[src/rtl/tmr_pkg.sv]
package tmr_pkg;
  localparam int SRC_W  = 2;
  localparam int NSRC   = 1 << SRC_W;
  localparam int DIV_W  = 3;
  localparam int CTRL_W = 8;

  localparam int ADDR_IEN = 'h00;
  localparam int ADDR_STS = 'h04;

  localparam logic [3:0] OFF_CTRL = 4'h0;
  localparam logic [3:0] OFF_INTV = 4'h4;
  localparam logic [3:0] OFF_CUR  = 4'h8;

  typedef struct packed {
    logic             single;
    logic [DIV_W-1:0] div;
    logic [SRC_W-1:0] src;
    logic             reload;
    logic             run;
  } ctrl_t;
endpackage

[src/rtl/tmr_prescale.sv]
module tmr_prescale
  import tmr_pkg::*;
#(
  parameter int DW_DIV = DIV_W
) (
  input  logic              clk,
  input  logic              rst,
  input  logic              run,
  input  logic              src_tick,
  input  logic [DW_DIV-1:0] div,
  output logic              tick
);
  localparam int PCW = (1 << DW_DIV) - 1;

  logic [PCW-1:0] pre_cnt;
  logic [PCW-1:0] mask;

  always_comb begin
    mask = PCW'((32'd1 << div) - 32'd1);
    tick = run && src_tick && ((pre_cnt & mask) == mask);
  end

  always_ff @(posedge clk) begin
    if (rst || !run) pre_cnt <= '0;
    else if (src_tick) pre_cnt <= pre_cnt + 1'b1;
  end
endmodule

[src/rtl/tmr_channel.sv]
module tmr_channel
  import tmr_pkg::*;
#(
  parameter int DW = 32
) (
  input  logic              clk,
  input  logic              rst,
  input  logic [NSRC-1:0]   src_ticks,
  input  logic              ctrl_we,
  input  logic              intv_we,
  input  logic              cur_we,
  input  logic [DW-1:0]     wdata,
  output logic [CTRL_W-1:0] ctrl_o,
  output logic [DW-1:0]     intv_o,
  output logic [DW-1:0]     cur_o,
  output logic              expire,
  output logic              reload_mode
);
  ctrl_t         ctrl_q;
  logic [DW-1:0] intv_q;
  logic [DW-1:0] cur_q;
  logic          tick;

  tmr_prescale #(.DW_DIV(DIV_W)) u_pre (
    .clk      (clk),
    .rst      (rst),
    .run      (ctrl_q.run),
    .src_tick (src_ticks[ctrl_q.src]),
    .div      (ctrl_q.div),
    .tick     (tick)
  );

  always_comb begin
    expire      = tick && (cur_q <= DW'(1));
    reload_mode = ctrl_q.reload && !ctrl_q.single;
  end

  always_ff @(posedge clk) begin
    if (rst) begin
      ctrl_q <= '0;
      intv_q <= '0;
      cur_q  <= '0;
    end else begin
      if (ctrl_we) ctrl_q <= ctrl_t'(wdata[CTRL_W-1:0]);
      else if (expire && !reload_mode) ctrl_q.run <= 1'b0;

      if (intv_we) intv_q <= wdata;

      if (cur_we) cur_q <= wdata;
      else if (expire) cur_q <= reload_mode ? intv_q : '0;
      else if (tick) cur_q <= cur_q - 1'b1;
    end
  end

  assign ctrl_o = ctrl_q;
  assign intv_o = intv_q;
  assign cur_o  = cur_q;
endmodule

[src/rtl/tmr_bank.sv]
module tmr_bank
  import tmr_pkg::*;
#(
  parameter int NCH = 6,
  parameter int DW  = 32,
  parameter int AW  = 8
) (
  input  logic            clk,
  input  logic            rst,
  input  logic [AW-1:0]   bus_addr,
  input  logic            bus_wen,
  input  logic [DW-1:0]   bus_wdata,
  input  logic            bus_ren,
  output logic [DW-1:0]   bus_rdata,
  input  logic [NSRC-1:0] tick_src,
  output logic            irq
);
  localparam int PG_W = AW - 4;

  logic [PG_W-1:0] page;
  logic [3:0]      off;
  logic            sel_ien, sel_sts;

  logic [NCH-1:0]             ch_sel;
  logic [NCH-1:0]             ctrl_we, intv_we, cur_we;
  logic [NCH-1:0]             expire_v, reload_v;
  logic [NCH-1:0][CTRL_W-1:0] ctrl_all;
  logic [NCH-1:0][DW-1:0]     intv_all;
  logic [NCH-1:0][DW-1:0]     cur_all;

  logic [NCH-1:0] en_q, pend_q, clr_v;
  logic [DW-1:0]  rd_mux;

  assign page    = bus_addr[AW-1:4];
  assign off     = bus_addr[3:0];
  assign sel_ien = (bus_addr == AW'(ADDR_IEN));
  assign sel_sts = (bus_addr == AW'(ADDR_STS));

  for (genvar i = 0; i < NCH; i++) begin : g_ch
    assign ch_sel[i]  = (page == PG_W'(i + 1));
    assign ctrl_we[i] = bus_wen && ch_sel[i] && (off == OFF_CTRL);
    assign intv_we[i] = bus_wen && ch_sel[i] && (off == OFF_INTV);
    assign cur_we[i]  = bus_wen && ch_sel[i] && (off == OFF_CUR);

    tmr_channel #(.DW(DW)) u_ch (
      .clk         (clk),
      .rst         (rst),
      .src_ticks   (tick_src),
      .ctrl_we     (ctrl_we[i]),
      .intv_we     (intv_we[i]),
      .cur_we      (cur_we[i]),
      .wdata       (bus_wdata),
      .ctrl_o      (ctrl_all[i]),
      .intv_o      (intv_all[i]),
      .cur_o       (cur_all[i]),
      .expire      (expire_v[i]),
      .reload_mode (reload_v[i])
    );
  end

  assign clr_v = (bus_wen && sel_sts) ? bus_wdata[NCH-1:0] : '0;

  always_ff @(posedge clk) begin
    if (rst) begin
      en_q   <= '0;
      pend_q <= '0;
      irq    <= 1'b0;
    end else begin
      if (bus_wen && sel_ien) en_q <= bus_wdata[NCH-1:0];
      pend_q <= (pend_q & ~clr_v) | expire_v;
      irq    <= |(pend_q & en_q);
    end
  end

  always_comb begin
    rd_mux = '0;
    if (sel_ien) rd_mux = DW'(en_q);
    else if (sel_sts) rd_mux = DW'(pend_q);
    for (int i = 0; i < NCH; i++) begin
      if (ch_sel[i]) begin
        case (off)
          OFF_CTRL: rd_mux = DW'(ctrl_all[i]);
          OFF_INTV: rd_mux = intv_all[i];
          OFF_CUR:  rd_mux = cur_all[i];
          default:  rd_mux = '0;
        endcase
      end
    end
  end

  always_ff @(posedge clk) begin
    if (rst) bus_rdata <= '0;
    else if (bus_ren) bus_rdata <= rd_mux;
  end
endmodule

[config.mk]
export PLATFORM = sky130hd
export DESIGN_NAME = tmr_bank
export DESIGN_NICKNAME = d
export VERILOG_FILES = /design/src/rtl/tmr_pkg.sv /design/src/rtl/tmr_prescale.sv /design/src/rtl/tmr_channel.sv /design/src/rtl/tmr_bank.sv
export SDC_FILE = /design/constraint.sdc
export NUM_CORES = 2
export LEC_CHECK = 0
export ABC_AREA = 1
export BUFFER_PORTS_ARGS = -buffer_cell sky130_fd_sc_hd__buf_2
export CORE_MARGIN = 2
export CORE_UTILIZATION = 55
export CTS_BUF_LIST = sky130_fd_sc_hd__clkbuf_8
export CTS_CLUSTER_DIAMETER = 120
export DETAILED_ROUTE_END_ITERATION = 7
export PLACE_DENSITY_LB_ADDON = 0.25
export SYNTH_ARGS = -nofsm -noshare
export SYNTH_HDL_FRONTEND = slang
export SYNTH_HIERARCHICAL = 1
export SYNTH_SLANG_ARGS = --single-unit
[constraint.sdc]
create_clock -name clk -period 2.7 [get_ports clk]
set_clock_uncertainty 0.05 [all_clocks]
set_input_delay 0 -clock clk [delete_from_list [all_inputs] [get_ports clk]]
set_output_delay 0 -clock clk [all_outputs]
set_load 0.02 [all_outputs]
==> results.sh <==
export IMPL_outcome="completed"
export IMPL_synth_edf_count=0
export IMPL_r2r_start="g_ch[1].u_ch/ctrl_o[4]"
export IMPL_wl_met1_mm=56.5
export IMPL_p_switching_w=0.00485
export IMPL_worst_path_buf_inv=2
export IMPL_min_to="en_q[0]"
export IMPL_worstMarginPinSlew_ps=1000
export IMPL_core_area_um2=63000
export IMPL_grt_pass1_wl_mm=215
export IMPL_p_per_area_nw_per_um2=446
export IMPL_grt_usage_pct=42.3
export IMPL_synthesis_area_um2=34900
export IMPL_ys_ff_latch=519
export IMPL_regToRegEndpoint="g_ch[1].u_ch/cur_o[29]"
export IMPL_synth_compound_area_share_pct=16.0
export IMPL_ios=81
export IMPL_drv_cap=0
export IMPL_drtIter0Drc=5476
export IMPL_p_int_w=0.0130
export IMPL_viasPerCell=5.91
export IMPL_yosys_warnings=6
export IMPL_synthFlopType="dfxtp_1"
export IMPL_numCtsBuffers=92
export IMPL_min_path_cells=8
export IMPL_grt_antenna_before_repair=3
export IMPL_grt_pass1_vias=36300
export IMPL_rsz0062_at_grt="true"
export IMPL_ys_seq_area_share_pct=29.7
export IMPL_clockRootBuffer="clkbuf_8"
export IMPL_place_congestion=1.07
export IMPL_fin_crit_ps=2680
export IMPL_cts_sinks=519
export IMPL_fmax_mhz=374
export IMPL_swShare_pct=27.1
export IMPL_area_growth_pct=14.7
export IMPL_hold_viol_final=0
export IMPL_power_frac_clock_pct=48.4
export IMPL_wl_per_cell_um=21.1
export IMPL_cts_tree="built"
export IMPL_cp_start_kind="flop"
export IMPL_path_cells="nor2_4, nand2_2, ha_4, nor2_2, nor2_1, nand2_1, nor2_2, nand2_1, nor2_2, buf_12, nand2_4, nor2_4, nand2_4, nor2_8, nand2_8, nor2_4, buf_6, nand2_1, nand3_1, nand2_1, a21oi_1"
export IMPL_peakVddDrop_v=0.000387
export IMPL_die_x_um=256
export IMPL_grt_max_degree=128
export IMPL_crit_family="simple AND/OR/NAND/NOR gates"
export IMPL_r2r_cells=21
export IMPL_yosys_mux_area_fraction_pct=0
export IMPL_dpl_hpwl_mm=100
export IMPL_start_util_pct=55.5
export IMPL_clk_latency_ps=740
export IMPL_synth_fa_ha_area_share_pct=0.859
export IMPL_dr_wl_met3_mm=18.0
export IMPL_finalNetCount=6053
export IMPL_cts_htree_levels=3
export IMPL_r2r_setup_slack_ps=20
export IMPL_post_route_cells_drive_above_1_share_pct=12.4
export IMPL_holdCritPathClass="in -> reg"
export IMPL_synth_top_family_by_area="simple AND/OR/NAND/NOR gates"
export IMPL_vias=40800
export IMPL_overflow=0
export IMPL_postSynthCellCount=5866
export IMPL_wl_met2_mm=60.6
export IMPL_clk_pin_slew_worst_paths_ps=60
export IMPL_route_detailed_drc=0
export IMPL_leakage_nw=17.3
export IMPL_setup_viol=0
export IMPL_hold_start="bus_addr[6]"
export IMPL_cpMostUsedCell="nand2_1"
export IMPL_max_stage_delay_ps=360
export IMPL_highest_layer="met5"
export IMPL_synth_cell_types=40
export IMPL_firstDrtPassIters=7
export IMPL_finalCritPeriodShare_pct=99.1
export IMPL_critPathRequiredTime_ps=3290
export IMPL_p_seq_share_pct=43.1
export IMPL_dieArea_um2=65600
export IMPL_postRouteAntennaNets=0
export IMPL_combinationalPowerShare_pct=8.5
export IMPL_routed_wl_mm=146
export IMPL_synthesis_nets=5938
export IMPL_hold_slack_ps=72.5
export IMPL_critical_path_arrival_ps=3270
export IMPL_avgSynthCellArea_um2=5.96
export IMPL_slew_headroom_pct=33.1
export IMPL_yosys_area_share_simple_pct=41.1
export IMPL_num_fill_cells=6110
export IMPL_rows=92
export IMPL_cp_max_fo=5
export IMPL_tns_ps=0
export IMPL_finalMaxSlewViolations=0
export IMPL_endpoint_kind="flop"
export IMPL_worst_setup_path_type="reg -> reg"
export IMPL_cp_slowest_cell="dfxtp_4"
export IMPL_io_buffers=80
export IMPL_synth_xor_area_share_pct=1.48
export IMPL_synthArstFlopShare_pct=0
export IMPL_die_h_um=256
export IMPL_cts_path_max_buffers=3
[cell usage in the layout (no fill, tap or decap), types with 45 or more instances in the layout]
master,count
o21ai_1,52
nand2_2,53
nor2_4,45
a211oi_1,158
nand2_1,1674
nand4_1,156
buf_4,168
a21oi_1,496
clkbuf_8,123
nor2_2,83
inv_1,593
nand3_1,573
o21ai_0,107
nor2_1,708
buf_2,79
dfxtp_1,508
[layer usage]
metal	up-vias	GRT usage, %
met3	483	11.6
met2	2443	61.5
met1	18600	54.4
met4	4	28.5
li1	19300	-
met5	-	0
[kinds of logic (layout without fill, tap and decap cells)]
family	after synthesis	count (layout)
compound gates	971	971
xor+xnor	59	59
fa+ha+maj	24	24
buf+inv	943	1131
flops	519	519
other cells	0	10
simple gates	3350	3353
[flip-flops by register name (all words and copies together) (netlist names)]
signal,cells
bus_rdata,32
g_ch.u_ch/u_pre/pre_cnt,42
pend_q,6
irq,1
g_ch.u_ch/cur_o,192
en_q,6
g_ch.u_ch/intv_o,192
g_ch.u_ch/ctrl_o,48
[power groups by stage]
stage	sequential (W)	combinational [W]	clock (W)
2_1_floorplan	0.00787	0.000777	0
3_3_place_gp	0.00787	0.00138	0
3_5_place_dp	0.00787	0.00138	0
4_1_cts	0.00771	0.00144	0.00868
5_1_grt	0.00770	0.00160	0.00904
6_report	0.00770	0.00152	0.00866
[cell usage after synthesis, drive strengths merged (24+ instances only)]
master  number  area [um2]
nor2       839        3590
nand2     1736        6620
clkbuf     192         721
o21bai      41         308
o21ai      159         796
a21oi      521        2650
buf        120         693
o211ai      25         188
inv        623        2340
ha          24         300
nand3      588        2970
a22oi       37         278
a211oi     158        1190
dfxtp      519       10400
xor2        36         315
nand4      156         976
[through the flow]
| stage | power [W] | instances | setup slack [ps] | utilization [%] | area [um2] |
|---|---|---|---|---|---|
| after CTS | 0.0178 | 6883 | 7.82 | 62.6 | 39400 |
| after detailed placement | 0.00926 | 6669 | -35.2 | 58.5 | 36800 |
| final | 0.0179 | 6913 | 24.7 | 63.6 | 40100 |
| after floorplan | 0.00865 | 5866 | 309 | - | 34900 |
| after global routing | 0.0183 | 6904 | -124 | 63.6 | 40000 |
| after global placement | 0.00925 | 6669 | 41.1 | 58.5 | 36800 |
[worst max-delay path by stage]
stage / startpoint / end / slack (ps) / depth (start not counted)
global placement: g_ch[2].u_ch/ctrl_o[5] / g_ch[2].u_ch/cur_o[30] / 40 / 14
floorplan: g_ch[0].u_ch/ctrl_o[6] / g_ch[0].u_ch/cur_o[10] / 310 / 20
global route: g_ch[1].u_ch/ctrl_o[4] / g_ch[1].u_ch/cur_o[1] / -120 / 21
finish: g_ch[1].u_ch/ctrl_o[4] / g_ch[1].u_ch/cur_o[29] / 20 / 21
CTS: g_ch[5].u_ch/ctrl_o[5] / g_ch[5].u_ch/cur_o[10] / 8 / 19
detailed placement: g_ch[2].u_ch/ctrl_o[5] / g_ch[2].u_ch/cur_o[28] / -40 / 19
[area by class of cell]
class,instances,area (um2),share of cell area [%]
well taps,846,1060,2.64
multi-input cells,4407,21300,53.1
flip-flops and latches,519,10400,26.0
repair inverters,1,5.00,0.0125
repair buffers,329,2760,6.88
clock buffers,123,1690,4.22
diodes,10,25.0,0.0624
clock inverters,47,462,1.15
inverters,631,2380,5.93
[timing repair]
action,CTS,global route
setup buffers,2,16
pin swaps,3,62
hold buffers,42,0
endpoints found under the setup margin,14,198
gates cloned,0,5
hold endpoints to repair,486,0
gates resized for setup,0,123
[tightest hold or removal path: cells and delay by family]
family                 cells  cell delay, ps
and+or+nand+nor            5             490
AOI/OAI and AO/OA          1              40
buffers and inverters      2             250
(Power assumes the default switching activity.)
